==> src/rtl/mbx_pkg.sv <==
package mbx_pkg;
    localparam int DATA_W = 24;
    localparam int FLAG_W = 4;
    localparam int DEPTH  = 10;
    localparam int ADDR_W = 2;

    typedef enum logic [ADDR_W-1:0] {
        REG_DATA = 2'd0,
        REG_STAT = 2'd1,
        REG_FLAG = 2'd2,
        REG_IEN  = 2'd3
    } reg_sel_e;

    // status bit positions
    localparam int ST_NE    = 0;
    localparam int ST_FULL  = 1;
    localparam int ST_PFULL = 2;
    localparam int ST_OVF   = 3;
    localparam int ST_UNF   = 4;
    localparam int ST_PEND  = 5;
    localparam int ST_CNT   = 8;

    // interrupt enable bit positions
    localparam int IE_RX   = 0;
    localparam int IE_FLAG = 1;
endpackage

==> src/rtl/mbx_fifo.sv <==
module mbx_fifo #(
    parameter int W     = mbx_pkg::DATA_W,
    parameter int DEPTH = mbx_pkg::DEPTH,
    parameter int CNT_W = $clog2(DEPTH + 1)
) (
    input  logic             clk,
    input  logic             rst_n,
    input  logic             push_i,
    input  logic [W-1:0]     push_data_i,
    input  logic             pop_i,
    output logic [W-1:0]     head_o,
    output logic [CNT_W-1:0] count_o,
    output logic             empty_o,
    output logic             full_o
);
    localparam int PTR_W = (DEPTH > 1) ? $clog2(DEPTH) : 1;

    typedef struct packed {
        logic [DEPTH-1:0][W-1:0] mem;
        logic [PTR_W-1:0]        wp;
        logic [PTR_W-1:0]        rp;
        logic [CNT_W-1:0]        cnt;
    } fifo_st_t;

    fifo_st_t st_d, st_q;
    logic     push_ok, pop_ok;

    function automatic logic [PTR_W-1:0] ptr_inc(input logic [PTR_W-1:0] p);
        return (p == PTR_W'(DEPTH - 1)) ? '0 : p + 1'b1;
    endfunction

    always_comb begin
        st_d    = st_q;
        push_ok = push_i && (st_q.cnt != CNT_W'(DEPTH));
        pop_ok  = pop_i && (st_q.cnt != '0);
        if (push_ok) begin
            st_d.mem[st_q.wp] = push_data_i;
            st_d.wp           = ptr_inc(st_q.wp);
        end
        if (pop_ok) begin
            st_d.rp = ptr_inc(st_q.rp);
        end
        case ({push_ok, pop_ok})
            2'b10:   st_d.cnt = st_q.cnt + 1'b1;
            2'b01:   st_d.cnt = st_q.cnt - 1'b1;
            default: st_d.cnt = st_q.cnt;
        endcase
    end

    always_ff @(posedge clk) begin
        if (!rst_n) st_q <= '0;
        else        st_q <= st_d;
    end

    assign head_o  = st_q.mem[st_q.rp];
    assign count_o = st_q.cnt;
    assign empty_o = (st_q.cnt == '0);
    assign full_o  = (st_q.cnt == CNT_W'(DEPTH));

    assert_count_bound_R2: assert property (@(posedge clk) disable iff (!rst_n)
        st_q.cnt <= CNT_W'(DEPTH));

    assert_full_drops_push_R9: assert property (@(posedge clk) disable iff (!rst_n)
        (full_o && push_i && !pop_i) |=> (st_q.cnt == $past(st_q.cnt)));

    assert_push_pop_balance_R9: assert property (@(posedge clk) disable iff (!rst_n)
        (push_i && pop_i && !full_o && !empty_o) |=> (st_q.cnt == $past(st_q.cnt)));
endmodule

==> src/rtl/mbx_port.sv <==
module mbx_port #(
    parameter int W     = mbx_pkg::DATA_W,
    parameter int FW    = mbx_pkg::FLAG_W,
    parameter int DEPTH = mbx_pkg::DEPTH,
    parameter int AW    = mbx_pkg::ADDR_W,
    parameter int CNT_W = $clog2(DEPTH + 1)
) (
    input  logic             clk,
    input  logic             rst_n,
    input  logic             req_i,
    input  logic             we_i,
    input  logic [AW-1:0]    addr_i,
    input  logic [W-1:0]     wdata_i,
    output logic [W-1:0]     rdata_o,
    output logic             irq_o,
    input  logic [W-1:0]     rx_head_i,
    input  logic [CNT_W-1:0] rx_count_i,
    input  logic             rx_empty_i,
    input  logic             rx_full_i,
    input  logic             peer_full_i,
    input  logic [FW-1:0]    peer_flags_i,
    output logic [FW-1:0]    flags_o,
    output logic             push_o,
    output logic [W-1:0]     push_data_o,
    output logic             pop_o
);
    import mbx_pkg::*;

    typedef struct packed {
        logic [W-1:0]  rdata;
        logic [FW-1:0] flags;
        logic [FW-1:0] seen;
        logic [1:0]    ien;
        logic          ovf;
        logic          unf;
        logic          pend;
    } port_st_t;

    port_st_t st_d, st_q;
    logic     rd_acc, wr_acc, sel_data;
    logic     flag_moved;
    logic [W-1:0] status_word, flag_word;
    reg_sel_e sel;

    always_comb begin
        sel      = reg_sel_e'(addr_i);
        rd_acc   = req_i && !we_i;
        wr_acc   = req_i && we_i;
        sel_data = (sel == REG_DATA);

        status_word                   = '0;
        status_word[ST_NE]            = !rx_empty_i;
        status_word[ST_FULL]          = rx_full_i;
        status_word[ST_PFULL]         = peer_full_i;
        status_word[ST_OVF]           = st_q.ovf;
        status_word[ST_UNF]           = st_q.unf;
        status_word[ST_PEND]          = st_q.pend;
        status_word[ST_CNT +: CNT_W]  = rx_count_i;

        flag_word              = '0;
        flag_word[FW-1:0]      = peer_flags_i;
        flag_word[2*FW-1:FW]   = st_q.flags;

        flag_moved  = (peer_flags_i != st_q.seen);
        push_o      = wr_acc && sel_data && !peer_full_i;
        push_data_o = wdata_i;
        pop_o       = rd_acc && sel_data && !rx_empty_i;

        st_d      = st_q;
        st_d.seen = peer_flags_i;

        if (wr_acc) begin
            case (sel)
                REG_DATA: if (peer_full_i) st_d.ovf = 1'b1;
                REG_STAT: begin
                    if (wdata_i[ST_OVF])  st_d.ovf  = 1'b0;
                    if (wdata_i[ST_UNF])  st_d.unf  = 1'b0;
                    if (wdata_i[ST_PEND]) st_d.pend = 1'b0;
                end
                REG_FLAG: st_d.flags = wdata_i[FW-1:0];
                REG_IEN:  st_d.ien   = wdata_i[1:0];
                default: ;
            endcase
        end

        if (rd_acc) begin
            case (sel)
                REG_DATA: begin
                    st_d.rdata = rx_empty_i ? '0 : rx_head_i;
                    if (rx_empty_i) st_d.unf = 1'b1;
                end
                REG_STAT: st_d.rdata = status_word;
                REG_FLAG: st_d.rdata = flag_word;
                REG_IEN:  st_d.rdata = W'(st_q.ien);
                default:  st_d.rdata = '0;
            endcase
        end

        if (flag_moved) st_d.pend = 1'b1;
    end

    always_ff @(posedge clk) begin
        if (!rst_n) st_q <= '0;
        else        st_q <= st_d;
    end

    assign rdata_o = st_q.rdata;
    assign flags_o = st_q.flags;
    assign irq_o   = (st_q.ien[IE_RX] && !rx_empty_i) || (st_q.ien[IE_FLAG] && st_q.pend);

    assert_overflow_sticky_R3: assert property (@(posedge clk) disable iff (!rst_n)
        (req_i && we_i && addr_i == REG_DATA && peer_full_i) |=> st_q.ovf);

    assert_underflow_flag_R4: assert property (@(posedge clk) disable iff (!rst_n)
        (req_i && !we_i && addr_i == REG_DATA && rx_empty_i) |=> (st_q.unf && st_q.rdata == '0));

    assert_flag_change_pend_R6: assert property (@(posedge clk) disable iff (!rst_n)
        (peer_flags_i != st_q.seen) |=> st_q.pend);

    assert_rdata_hold_R8: assert property (@(posedge clk) disable iff (!rst_n)
        !req_i |=> $stable(rdata_o));
endmodule

==> src/rtl/mbx_exchange.sv <==
module mbx_exchange #(
    parameter int DATA_W = mbx_pkg::DATA_W,
    parameter int FLAG_W = mbx_pkg::FLAG_W,
    parameter int DEPTH  = mbx_pkg::DEPTH,
    parameter int ADDR_W = mbx_pkg::ADDR_W
) (
    input  logic              clk,
    input  logic              rst_n,
    input  logic              a_req,
    input  logic              a_we,
    input  logic [ADDR_W-1:0] a_addr,
    input  logic [DATA_W-1:0] a_wdata,
    output logic [DATA_W-1:0] a_rdata,
    output logic              a_irq,
    input  logic              b_req,
    input  logic              b_we,
    input  logic [ADDR_W-1:0] b_addr,
    input  logic [DATA_W-1:0] b_wdata,
    output logic [DATA_W-1:0] b_rdata,
    output logic              b_irq
);
    localparam int CNT_W = $clog2(DEPTH + 1);
    localparam int SIDES = 2;

    logic              req       [SIDES];
    logic              we        [SIDES];
    logic [ADDR_W-1:0] addr      [SIDES];
    logic [DATA_W-1:0] wdata     [SIDES];
    logic [DATA_W-1:0] rdata     [SIDES];
    logic              irq       [SIDES];
    logic              push      [SIDES];
    logic [DATA_W-1:0] push_data [SIDES];
    logic              pop       [SIDES];
    logic [DATA_W-1:0] head      [SIDES];
    logic [CNT_W-1:0]  cnt       [SIDES];
    logic              empty     [SIDES];
    logic              full      [SIDES];
    logic [FLAG_W-1:0] flags     [SIDES];

    assign req[0]   = a_req;
    assign we[0]    = a_we;
    assign addr[0]  = a_addr;
    assign wdata[0] = a_wdata;
    assign req[1]   = b_req;
    assign we[1]    = b_we;
    assign addr[1]  = b_addr;
    assign wdata[1] = b_wdata;
    assign a_rdata  = rdata[0];
    assign a_irq    = irq[0];
    assign b_rdata  = rdata[1];
    assign b_irq    = irq[1];

    for (genvar i = 0; i < SIDES; i++) begin : g_side
        localparam int P = SIDES - 1 - i;

        // receive FIFO of side i, filled by the peer's port
        mbx_fifo #(.W(DATA_W), .DEPTH(DEPTH), .CNT_W(CNT_W)) u_rx (
            .clk        (clk),
            .rst_n      (rst_n),
            .push_i     (push[P]),
            .push_data_i(push_data[P]),
            .pop_i      (pop[i]),
            .head_o     (head[i]),
            .count_o    (cnt[i]),
            .empty_o    (empty[i]),
            .full_o     (full[i])
        );

        mbx_port #(.W(DATA_W), .FW(FLAG_W), .DEPTH(DEPTH), .AW(ADDR_W), .CNT_W(CNT_W)) u_port (
            .clk         (clk),
            .rst_n       (rst_n),
            .req_i       (req[i]),
            .we_i        (we[i]),
            .addr_i      (addr[i]),
            .wdata_i     (wdata[i]),
            .rdata_o     (rdata[i]),
            .irq_o       (irq[i]),
            .rx_head_i   (head[i]),
            .rx_count_i  (cnt[i]),
            .rx_empty_i  (empty[i]),
            .rx_full_i   (full[i]),
            .peer_full_i (full[P]),
            .peer_flags_i(flags[P]),
            .flags_o     (flags[i]),
            .push_o      (push[i]),
            .push_data_o (push_data[i]),
            .pop_o       (pop[i])
        );
    end
endmodule

==> config.mk <==
export PLATFORM = sky130hd
export DESIGN_NAME = mbx_exchange
export DESIGN_NICKNAME = d
export VERILOG_FILES = /design/src/rtl/mbx_pkg.sv /design/src/rtl/mbx_fifo.sv /design/src/rtl/mbx_port.sv /design/src/rtl/mbx_exchange.sv
export SDC_FILE = /design/constraint.sdc
export NUM_CORES = 1
export LEC_CHECK = 0
export ABC_AREA = 1
export BUFFER_PORTS_ARGS = -buffer_cell sky130_fd_sc_hd__buf_2
export CELL_PAD_IN_SITES_DETAIL_PLACEMENT = 0
export CELL_PAD_IN_SITES_GLOBAL_PLACEMENT = 2
export CORE_MARGIN = 5
export CORE_UTILIZATION = 38
export DETAILED_ROUTE_END_ITERATION = 16
export PLACE_DENSITY_LB_ADDON = 0.08
export SETUP_SLACK_MARGIN = 0.3
export SLEW_MARGIN = 10
export SYNTH_ARGS = -nofsm -noshare
export SYNTH_HDL_FRONTEND = slang
export SYNTH_SLANG_ARGS = --single-unit
==> constraint.sdc <==
create_clock -name clk -period 5.24 [get_ports clk]
set_input_delay 0 -clock clk [delete_from_list [all_inputs] [get_ports clk]]
set_output_delay 0 -clock clk [all_outputs]
set_load 0.02 [all_outputs]
### Yosys cells after proc, flatten, opt, wreduce, memory -nomap -nowiden

Index checks and enable logic that the tools add are counted.

* $add $sub $neg: 8
* multipliers: 0
* div/mod/pow operators: 0
* order comparisons: 6
* equal/unequal tests: 24
* shifts and indexed selects: 0
* muxes and demuxes: 42
* bitwise gates (word level): 0
* reductions and logical operators: 54

Operators with widths (count)
* 240-bit bitwise mux: 2
* 24-bit binary-select mux with 4-bit select: 2
* 24-bit demux with 4-bit select: 2
* 24-bit one-hot mux with 4 select lines: 2
* 24-bit two-way mux: 6
* 4-bit by 1-bit adder with 4-bit output, second input constant: 6
* 4-bit == test, second input constant: 6
* 1-bit logical AND: 22
* 4-bit by 5-bit less-than comparator with 1-bit output, second input constant: 4
* 2-bit nonzero test: 10
* 1-bit two-way mux: 16
* 4-bit two-way mux: 4
* 4-bit one-hot mux with 2 select lines: 2
* 2-bit == test, second input constant: 6
* 2-bit by 1-bit == test with 1-bit output, second input constant: 4
* 4-bit by 1-bit >= comparator with 1-bit output, second input constant: 2
* 4-bit zero test: 2
* 2-bit two-way mux: 4
* 4-bit != test: 2
* 4-bit != test, second input constant: 2
* 2-bit AND reduction: 4
* 4-bit AND reduction: 2
* 4-bit nonzero test: 2
* 4-bit by 1-bit subtractor with 4-bit output, second input constant: 2
* 7 further kinds: 18

* flip-flop bits (word level): 578
* latch bits: 0
* memory bits (writable): 0
* bits in read-only memories: 0
* output and inout port bits: 50
* word-level logic and storage cells: 174
* memories kept: 0

### Longest topological paths before layout

Gate-level depths: netlist of run 1.

* depth after elaboration: 7
* mapped depth: 15
* gate-level depth less buffers: 14

### Cells and area by module

Synthesis of run 1 repeated with hierarchy kept, for this count alone.

* cell total of the unflattened synthesis: 4899
* area total of the unflattened synthesis: 30843.3 um^2

Modules (own cells, without submodules)
* mbx_fifo (g_side[0].u_rx): instances 1, cells each 2147, area an instance 13405.4 um^2, seq. area each 5044.8 um^2
* mbx_fifo (g_side[1].u_rx): instances 1, cells each 2156, area an instance 13314.0 um^2, seq. area each 5044.8 um^2
* mbx_port: instances 2, cells each 298, area an instance 2062.0 um^2, seq. area each 740.7 um^2

### Worst setup path before layout of run 1

OpenSTA, ideal clock, no wires.

* path kind: reg2reg
* from: reg g_side[0].u_rx.st_q (netlist bit g_side[0].u_rx.count_o[1])
* to: reg g_side[0].u_rx.st_q (netlist bit g_side[0].u_rx.count_o[2])
* library setup time: 0.115 ns
* data arrival time: 1.999 ns
* slack: 3.126 ns
* stages on the path, launching flop included: 13
* period minus slack after synthesis: 2.114 ns
* path through: dfxtp_1 inv_1 nand4_1 nand2_1 inv_2 buf_2 ha_1 xor2_1 ha_1 a21oi_1 xnor2_1 o21ai_0 inv_1

* cells in the longest elaborated chain, start to end: 6

Ends and longest elaborated chain
* start: declaration: RTL line mbx_fifo.sv:25 `fifo_st_t st_d, st_q;`
* start signal: assignment: RTL line mbx_fifo.sv:52 `else st_q <= st_d;`
* 4-bit zero test: RTL line mbx_fifo.sv:57 `assign empty_o = (st_q.cnt == '0);`
* 1-bit zero test: RTL line mbx_port.sv:67 `pop_o = rd_acc && sel_data && !rx_empty_i;`
* 1-bit logical AND: RTL line mbx_port.sv:67
* 1-bit logical AND *: RTL line mbx_fifo.sv:35 `pop_ok = pop_i && (st_q.cnt != '0);`
* net g_side[0].u_rx.pop_ok: RTL line mbx_fifo.sv:26 `logic push_ok, pop_ok;`
* 2-bit by 1-bit == test with 1-bit output or 2-bit == test (tied branches): RTL line mbx_fifo.sv:43 `case ({push_ok, pop_ok})`
* 4-bit one-hot mux with 2 select lines or 2-bit nonzero test (tied branches)

Mark *: on every way through the listed nets, which the timed path passes. The rest lies on a longest branch.
A chain may end at the register's enable or synchronous reset.

### Final worst setup path of run 1

* from: in b_addr[1]
* to: reg g_side[0].u_rx.st_q[172] in the netlist's numbering

* cells in the longest elaborated chain, start to end: 4

Ends and longest elaborated chain
* start: declaration: RTL line mbx_exchange.sv:17 `input logic [ADDR_W-1:0] b_addr,`
* 2-bit zero test: RTL line mbx_port.sv:49 `sel_data = (sel == REG_DATA);`
* 1-bit logical AND (2 in series): RTL line mbx_port.sv:65 `push_o = wr_acc && sel_data && !peer_full_i;`
* 1-bit logical AND: RTL line mbx_fifo.sv:34 `push_ok = push_i && (st_q.cnt != CNT_W'(DEPTH));`

No other way between the ends.

==> impl_metrics.csv, run 1 <==
group,metric,value,unit
run_status,status,"complete, no violations",
synth,synth_top_family_by_area,"simple AND/OR/NAND/NOR gates",
synth,synth_fp_nets,3877,
hold_path,min_delay_path_depth,4,
sta,hold_violations,0,
critical_path,slowest_delay,700,ps
critical_path,crit_required,5720,ps
sta,setup_violations,0,
detailed_routing,drt_pass1_iterations,6,
final_layout,final_cells,4757,
power_and_ir_drop,powerDensity,328,mW/mm^2
floorplanning,rows,96,
synth,yosysSeqAreaShare,0.438,
power_and_ir_drop,peakVddDrop,0.000192,V
synth,synthTopCellsByCount,"nand2_1 (836), dfxtp_1 (578), a21oi_1 (529)",
critical_path,critPathLaunchType,"input port",
clock_tree,clk_pin_slew,60,ps
final_layout,syn_to_final_growth,13.0,%
critical_path,crit_path_start,"b_addr[1]",
floorplanning,die_h,274,um
floorplanning,ioPinCount,108,
grt,grt_pass1_wl,143000,um
place,dpl.hpwl,56900,um
synth,ys_ff_latch,578,
sta,period_minus_slack,3450,ps
synth,ys.flop_type,"dfxtp_1",
final_layout,final_nets,3836,
detailed_routing,via_count,24813,
synth,avgSynthCellArea,6.93,um^2
synth,synthCells,3813,
critical_path,path_max_fanout,21,
floorplanning,die_w,274,um
synth,synth_cell_type_count,44,
detailed_routing,avgViaCountPerCell,5.22,
place,portBuffers,107,
floorplanning,start_util,0.384,
synth,synth_adder_area_share,0.00284,
final_layout,drive_above_1_share,0.0836,
grt,overflow,0,
grt,top_usage_layer,"met2",
place,dpl-instance-area,0.0269,mm^2
synth,synthArstFlopShare,0,
hold_path,hold_path_end,"g_side[0].u_rx.st_q[189]",
clock_tree,cts_resized,0,
grt,antenna_found_initial,0,
synth,synth_compound_area_frac,0.203,
clock_tree,cts.htree.levels,3,
run,drv_cap,0,
synth,yosys.cell_count.top_type,"nand2_1",
detailed_routing,wl_per_cell,19.8,um
grt,grt_max_degree,209,
synth,synth_warnings,0,
synth,netlist_area,0.0264,mm^2
critical_path,cp_num_buf_inv,7,
synth,synth_edf_count,0,
clock_tree,numClockSinks,578,
hold_path,hold_class,"input port to flip-flop",
final_layout,diodes,0,
grt,gr-usage-met3,0.0433,
sta,slew_violations,0,
critical_path,arrival,3930,ps
clock_tree,root_buffer,"clkbuf_16",
grt,grt_usage,0.246,
synth,synth_area_leaders,"dfxtp_1 (44%), nand2_1 (12%), a21oi_1 (10%)",
floorplanning,core_area,0.0688,mm^2
synth,synth.area.mux_share,0.000379,
clock_tree,numCtsBuffers,70,
sta,maxSlewHeadroom,0.229,
critical_path,rr_startpoint,"g_side[1].u_rx.st_q[4]",
critical_path,reg2reg_to,"g_side[1].u_port.rdata_o[0]",
sta,max_freq,0.289,GHz
grt,use_met1,0.365,
final_layout,final_util,0.434,
power_and_ir_drop,leakage,11.6,nW
critical_path,regToRegSetupSlack,1830,ps
place,dp_cells,4565,
detailed_routing,drt_wl_total,94300,um
clock_tree,cts_tree,"built",
sta,final.period_utilization,0.659,
hold_path,hp-start,"b_wdata[9]",
synth,yosysTopAreaCellShare,0.438,
critical_path,slowest_stage,"dlygate4sd3_1",
sta,clock_skew,19.8,ps
synth,synthSimpleGateAreaFrac,0.225,
critical_path,end_kind,"flip-flop",
place,gp_congestion,0.829,
clock_tree,clock_latency,610,ps
clock_tree,clock_path_buffers,3,
critical_path,path_delay_family,"buffers and inverters",
sta,rsz0062_at_grt,"false",
sta,tightest_slew,1150,ps
critical_path,reg2reg_depth,11,
critical_path,crit_chain,"dlygate4sd3_1, buf_2, nor2_1, dlygate4sd3_1, inv_2, nor2_4, dlygate4sd3_1, nand2_8, nor3_4, buf_4, inv_2, nor2_1, nor2_1",
detailed_routing,route.detailed.drc,0,
final_layout,final_area,0.0299,mm^2
synth,synth_xor_area_frac,0.00464,
synth,post-synth-top-area-cell,"dfxtp_1",
grt,grtUsageMet2,0.366,
detailed_routing,antenna_left,0,
grt,grt_pass1_vias,23144,
floorplanning,dieArea,0.0749,mm^2
detailed_routing,drt_iter0_drc,2057,
power_and_ir_drop,power,0.00981,W
sta,timing.setup.tns,0,ps
critical_path,critPathKind,"input port to flip-flop",
layout by cell type, fill, tap and decap left out, types with 42 or more instances in the layout:
cell type,count
dlygate4sd3_1,66
nand2_1,835
clkbuf_16,73
nor2_1,151
inv_1,427
buf_4,42
dfxtp_1,574
o21ai_0,468
nand3_1,317
a21oi_1,529
buf_2,106
repair_timing:
action,in CTS,in global routing
hold buffers,66,0
setup buffers,0,0
endpoints found under the hold margin,519,0
metrics by stage:
step	hold slack [ps]	worst slack [ps]
final	296	1790
after global routing	308	1570
after CTS	247	1820
after detailed placement	352	2170
after global placement	343	2300
after floorplan	147	3130
cells by family after synthesis:
| group | count (synthesis) |
|---|---|
| multiplexers | 1 |
| flip-flops | 578 |
| AND/OR/NAND/NOR | 1384 |
| AO/OA/AOI/OAI | 1050 |
| XOR/XNOR | 14 |
| buffers and inverters | 780 |
| adder cells (fa/ha/maj) | 6 |
area by class of cell:
type	instances	area, um^2
fillers	7193	39000
flip-flops and latches	578	11600
multi-input cells	2455	11600
clock buffers	108	2170
inverters	449	1690
repair buffers	218	1570
well taps	931	1160
clock inverters	18	134
power breakdown:
part	switching, W	total [W]	leakage (nW)	internal (W)
registers	0.0000256	0.00445	4.66	0.00442
clock network	0.00198	0.00488	1.15	0.00290
logic	0.000341	0.000481	5.80	0.000140
total	0.00235	0.00981	11.6	0.00746
worst register-to-register path, cell delays in order, from the launching register on:
cell,delay (ps)
dfxtp_4,830
inv_2,490
nand2_1,150
buf_4,350
inv_1,220
nand2_1,130
nand3b_1,100
nand3_1,180
nand2_1,110
nand2_1,100
a21oi_1,70
dlygate4sd3_1,550
state kept, by name, summed over array words and instances, names as in the netlist:
name	count
g_side.u_port.flags_o	8
g_side.u_port.rdata_o	48
g_side.u_port.st_q	18
g_side.u_rx.count_o	8
g_side.u_rx.st_q	496
layer usage:
| layer | share of wire | vias up |
|---|---|---|
| li1 | - | 12221 |
| met3 | 0.066 | 151 |
| met5 | 0 | - |
| met2 | 0.42 | 749 |
| met4 | 0.025 | 0 |
| met1 | 0.49 | 11692 |
how the worst max path moves through the flow:
| stage | to | slack, ps | cells after the start |
|---|---|---|---|
| global route | g_side[0].u_rx.st_q[85] | 1570 | 13 |
| finish | g_side[0].u_rx.st_q[172] | 1790 | 13 |
| global placement | g_side[1].u_rx.st_q[234] | 2300 | 7 |
| floorplan | g_side[0].u_rx.count_o[2] | 3130 | 12 |
| CTS | g_side[0].u_rx.st_q[172] | 1820 | 13 |
| detailed placement | g_side[1].u_rx.st_q[233] | 2170 | 7 |
Power figures use the tool's default switching activity.
==> inputs of run 2 (changes only) <==
--- a/config.mk
+++ b/config.mk
@@ -10,7 +10,7 @@
 export CELL_PAD_IN_SITES_DETAIL_PLACEMENT = 0
 export CELL_PAD_IN_SITES_GLOBAL_PLACEMENT = 2
 export CORE_MARGIN = 5
-export CORE_UTILIZATION = 38
+export CORE_UTILIZATION = 35
 export DETAILED_ROUTE_END_ITERATION = 16
 export PLACE_DENSITY_LB_ADDON = 0.08
 export SETUP_SLACK_MARGIN = 0.3
==> constraint.sdc (replaced) <==
create_clock -name clk -period 3.6 [get_ports clk]
set_input_delay 0 -clock clk [delete_from_list [all_inputs] [get_ports clk]]
set_output_delay 0 -clock clk [all_outputs]
set_load 0.02 [all_outputs]
==> run 2 against run 1 <==
Utilization is 3.2 points lower. Sequential share of layout area is 0.18 points lower. Power grew 45%. Routed wire length is 3.2% higher. Largest power group unchanged. Via count decreased by 0.15%. Combinational power grew 50%. Worst setup slack got worse by 930 ps.
==> impl_metrics.csv, run 2 (same netlist as run 1, synthesis figures left out) <==
group,metric,value,unit
detailed_routing,antenna_left,0,
grt,grt_usage,0.232,
critical_path,critPathKind,"input port to flip-flop",
final_layout,drive_above_1_share,0.0834,
critical_path,arrival,3190,ps
sta,clock_skew,21.1,ps
grt,use_met1,0.348,
sta,rsz0062_at_grt,"false",
place,gp_congestion,0.814,
grt,top_usage_layer,"met1",
power_and_ir_drop,power,0.0142,W
clock_tree,root_buffer,"clkbuf_16",
grt,grt_pass1_vias,23168,
power_and_ir_drop,leakage,11.7,nW
final_layout,final_nets,3851,
critical_path,slowest_stage,"nand2_2",
detailed_routing,drt_wl_total,97300,um
clock_tree,clock_path_buffers,3,
floorplanning,die_w,285,um
sta,tightest_slew,1100,ps
sta,timing.setup.tns,0,ps
floorplanning,rows,100,
place,dpl.hpwl,59700,um
grt,grtUsageMet2,0.342,
final_layout,final_cells,4807,
clock_tree,cts_tree,"built",
detailed_routing,drt_pass1_iterations,5,
power_and_ir_drop,peakVddDrop,0.000281,V
clock_tree,numCtsBuffers,71,
final_layout,final_cell_mix,"nand2_1 (835), dfxtp_1 (574), a21oi_1 (529), o21ai_0 (468), inv_1 (427)",
final_layout,largest-register,"g_side.u_rx.st_q",
place,portBuffers,107,
clock_tree,postCtsSetupRepairBufs,0,
critical_path,slowest_delay,660,ps
critical_path,path_common_cell,"dlygate4sd3_1",
critical_path,critPathLaunchType,"input port",
power_and_ir_drop,powerDensity,473,mW/mm^2
critical_path,crit_chain,"dlygate4sd3_1, buf_2, nor2_1, dlygate4sd3_1, inv_2, nor2_4, nand2_8, nor2_8, nand2_2, o21ai_0, a21oi_1",
clock_tree,cts_hold_buf,63,
clock_tree,numClockSinks,578,
detailed_routing,wl_per_cell,20.2,um
run_status,status,"complete, no violations",
floorplanning,start_util,0.354,
sta,max_freq,0.364,GHz
detailed_routing,avgViaCountPerCell,5.15,
detailed_routing,via_count,24775,
clock_tree,cts_resized,0,
run,drv_cap,0,
grt,grt_max_degree,144,
floorplanning,core_area,0.0747,mm^2
grt,grt_pass1_wl,147000,um
clock_tree,cts.htree.levels,3,
detailed_routing,drt_iter0_drc,2139,
sta,period_minus_slack,2750,ps
final_layout,largest_register_ff_count,496,
sta,setup_ws,852,ps
detailed_routing,route.detailed.drc,0,
clock_tree,clk_pin_slew,60,ps
sta,maxSlewHeadroom,0.261,
sta,slew_violations,0,
grt,antenna_found_initial,5,
floorplanning,ioPinCount,108,
sta,hold_violations,0,
grt,overflow,0,
place,dp_cells,4620,
critical_path,end_kind,"flip-flop",
sta,final.period_utilization,0.763,
final_layout,syn_to_final_growth,13.6,%
final_layout,final_common_cell,"nand2_1",
floorplanning,dieArea,0.0811,mm^2
floorplanning,die_h,285,um
critical_path,crit_required,4040,ps
sta,setup_violations,0,
hold_path,hold_class,"input port to flip-flop",
clock_tree,clock_latency,600,ps
grt,gr-usage-met3,0.0392,
critical_path,path_max_fanout,46,
place,place_ws,932,ps
[run 2: worst max-delay path: cells and delay by family]
| family | cells | cell delay (ps) |
|---|---|---|
| AO/OA/AOI/OAI | 2 | 480 |
| buffers and inverters | 4 | 1360 |
| AND/OR/NAND/NOR | 5 | 1320 |
[run 2: final timing paths]
check                           startpoint                          end  slack (ps)  cells past startpoint
setup / recovery                 b_addr[0]     g_side[0].u_rx.st_q[148]         850                     11
hold / removal                 a_wdata[13]     g_side[1].u_rx.st_q[193]         290                      4
setup reg to reg    g_side[0].u_rx.st_q[5]  g_side[0].u_port.rdata_o[1]         990                      8
hold reg to reg   g_side[1].u_rx.st_q[238]     g_side[1].u_rx.st_q[238]         440                      2
[run 2: cell type report]
| cell class | instances | area, um^2 |
|---|---|---|
| Antenna cell | 3 | 7.51 |
| Sequential cell | 578 | 11600 |
| Timing Repair Buffer | 232 | 1730 |
| Clock buffer | 115 | 2170 |
| Clock inverter | 6 | 66.3 |
| Multi-Input combinational cell | 2455 | 11500 |
| Fill cell | 7920 | 44700 |
| Tap cell | 969 | 1210 |
| Inverter | 449 | 1690 |
[run 2: power by group]
group / leakage (nW) / internal, W / total (W) / switching [W]
registers: 4.66 / 0.00644 / 0.00647 / 0.0000310
clock network: 1.09 / 0.00417 / 0.00700 / 0.00283
logic: 5.90 / 0.000206 / 0.000721 / 0.000516
total: 11.7 / 0.0108 / 0.0142 / 0.00338
[run 2: layer usage]
layer	vias up	wire length, um
met1	11629	47800
met4	2	2320
li1	12248	-
met5	-	13
met2	734	40700
met3	162	6480
[run 2: per-stage QoR]
stage	cell area (um^2)	utilization	hold slack [ps]
after global placement	27100	0.363	348
after detailed placement	27100	0.363	351
after global routing	30000	0.402	283
final	30000	0.402	289
after floorplan	26400	-	147
after CTS	30000	0.402	254
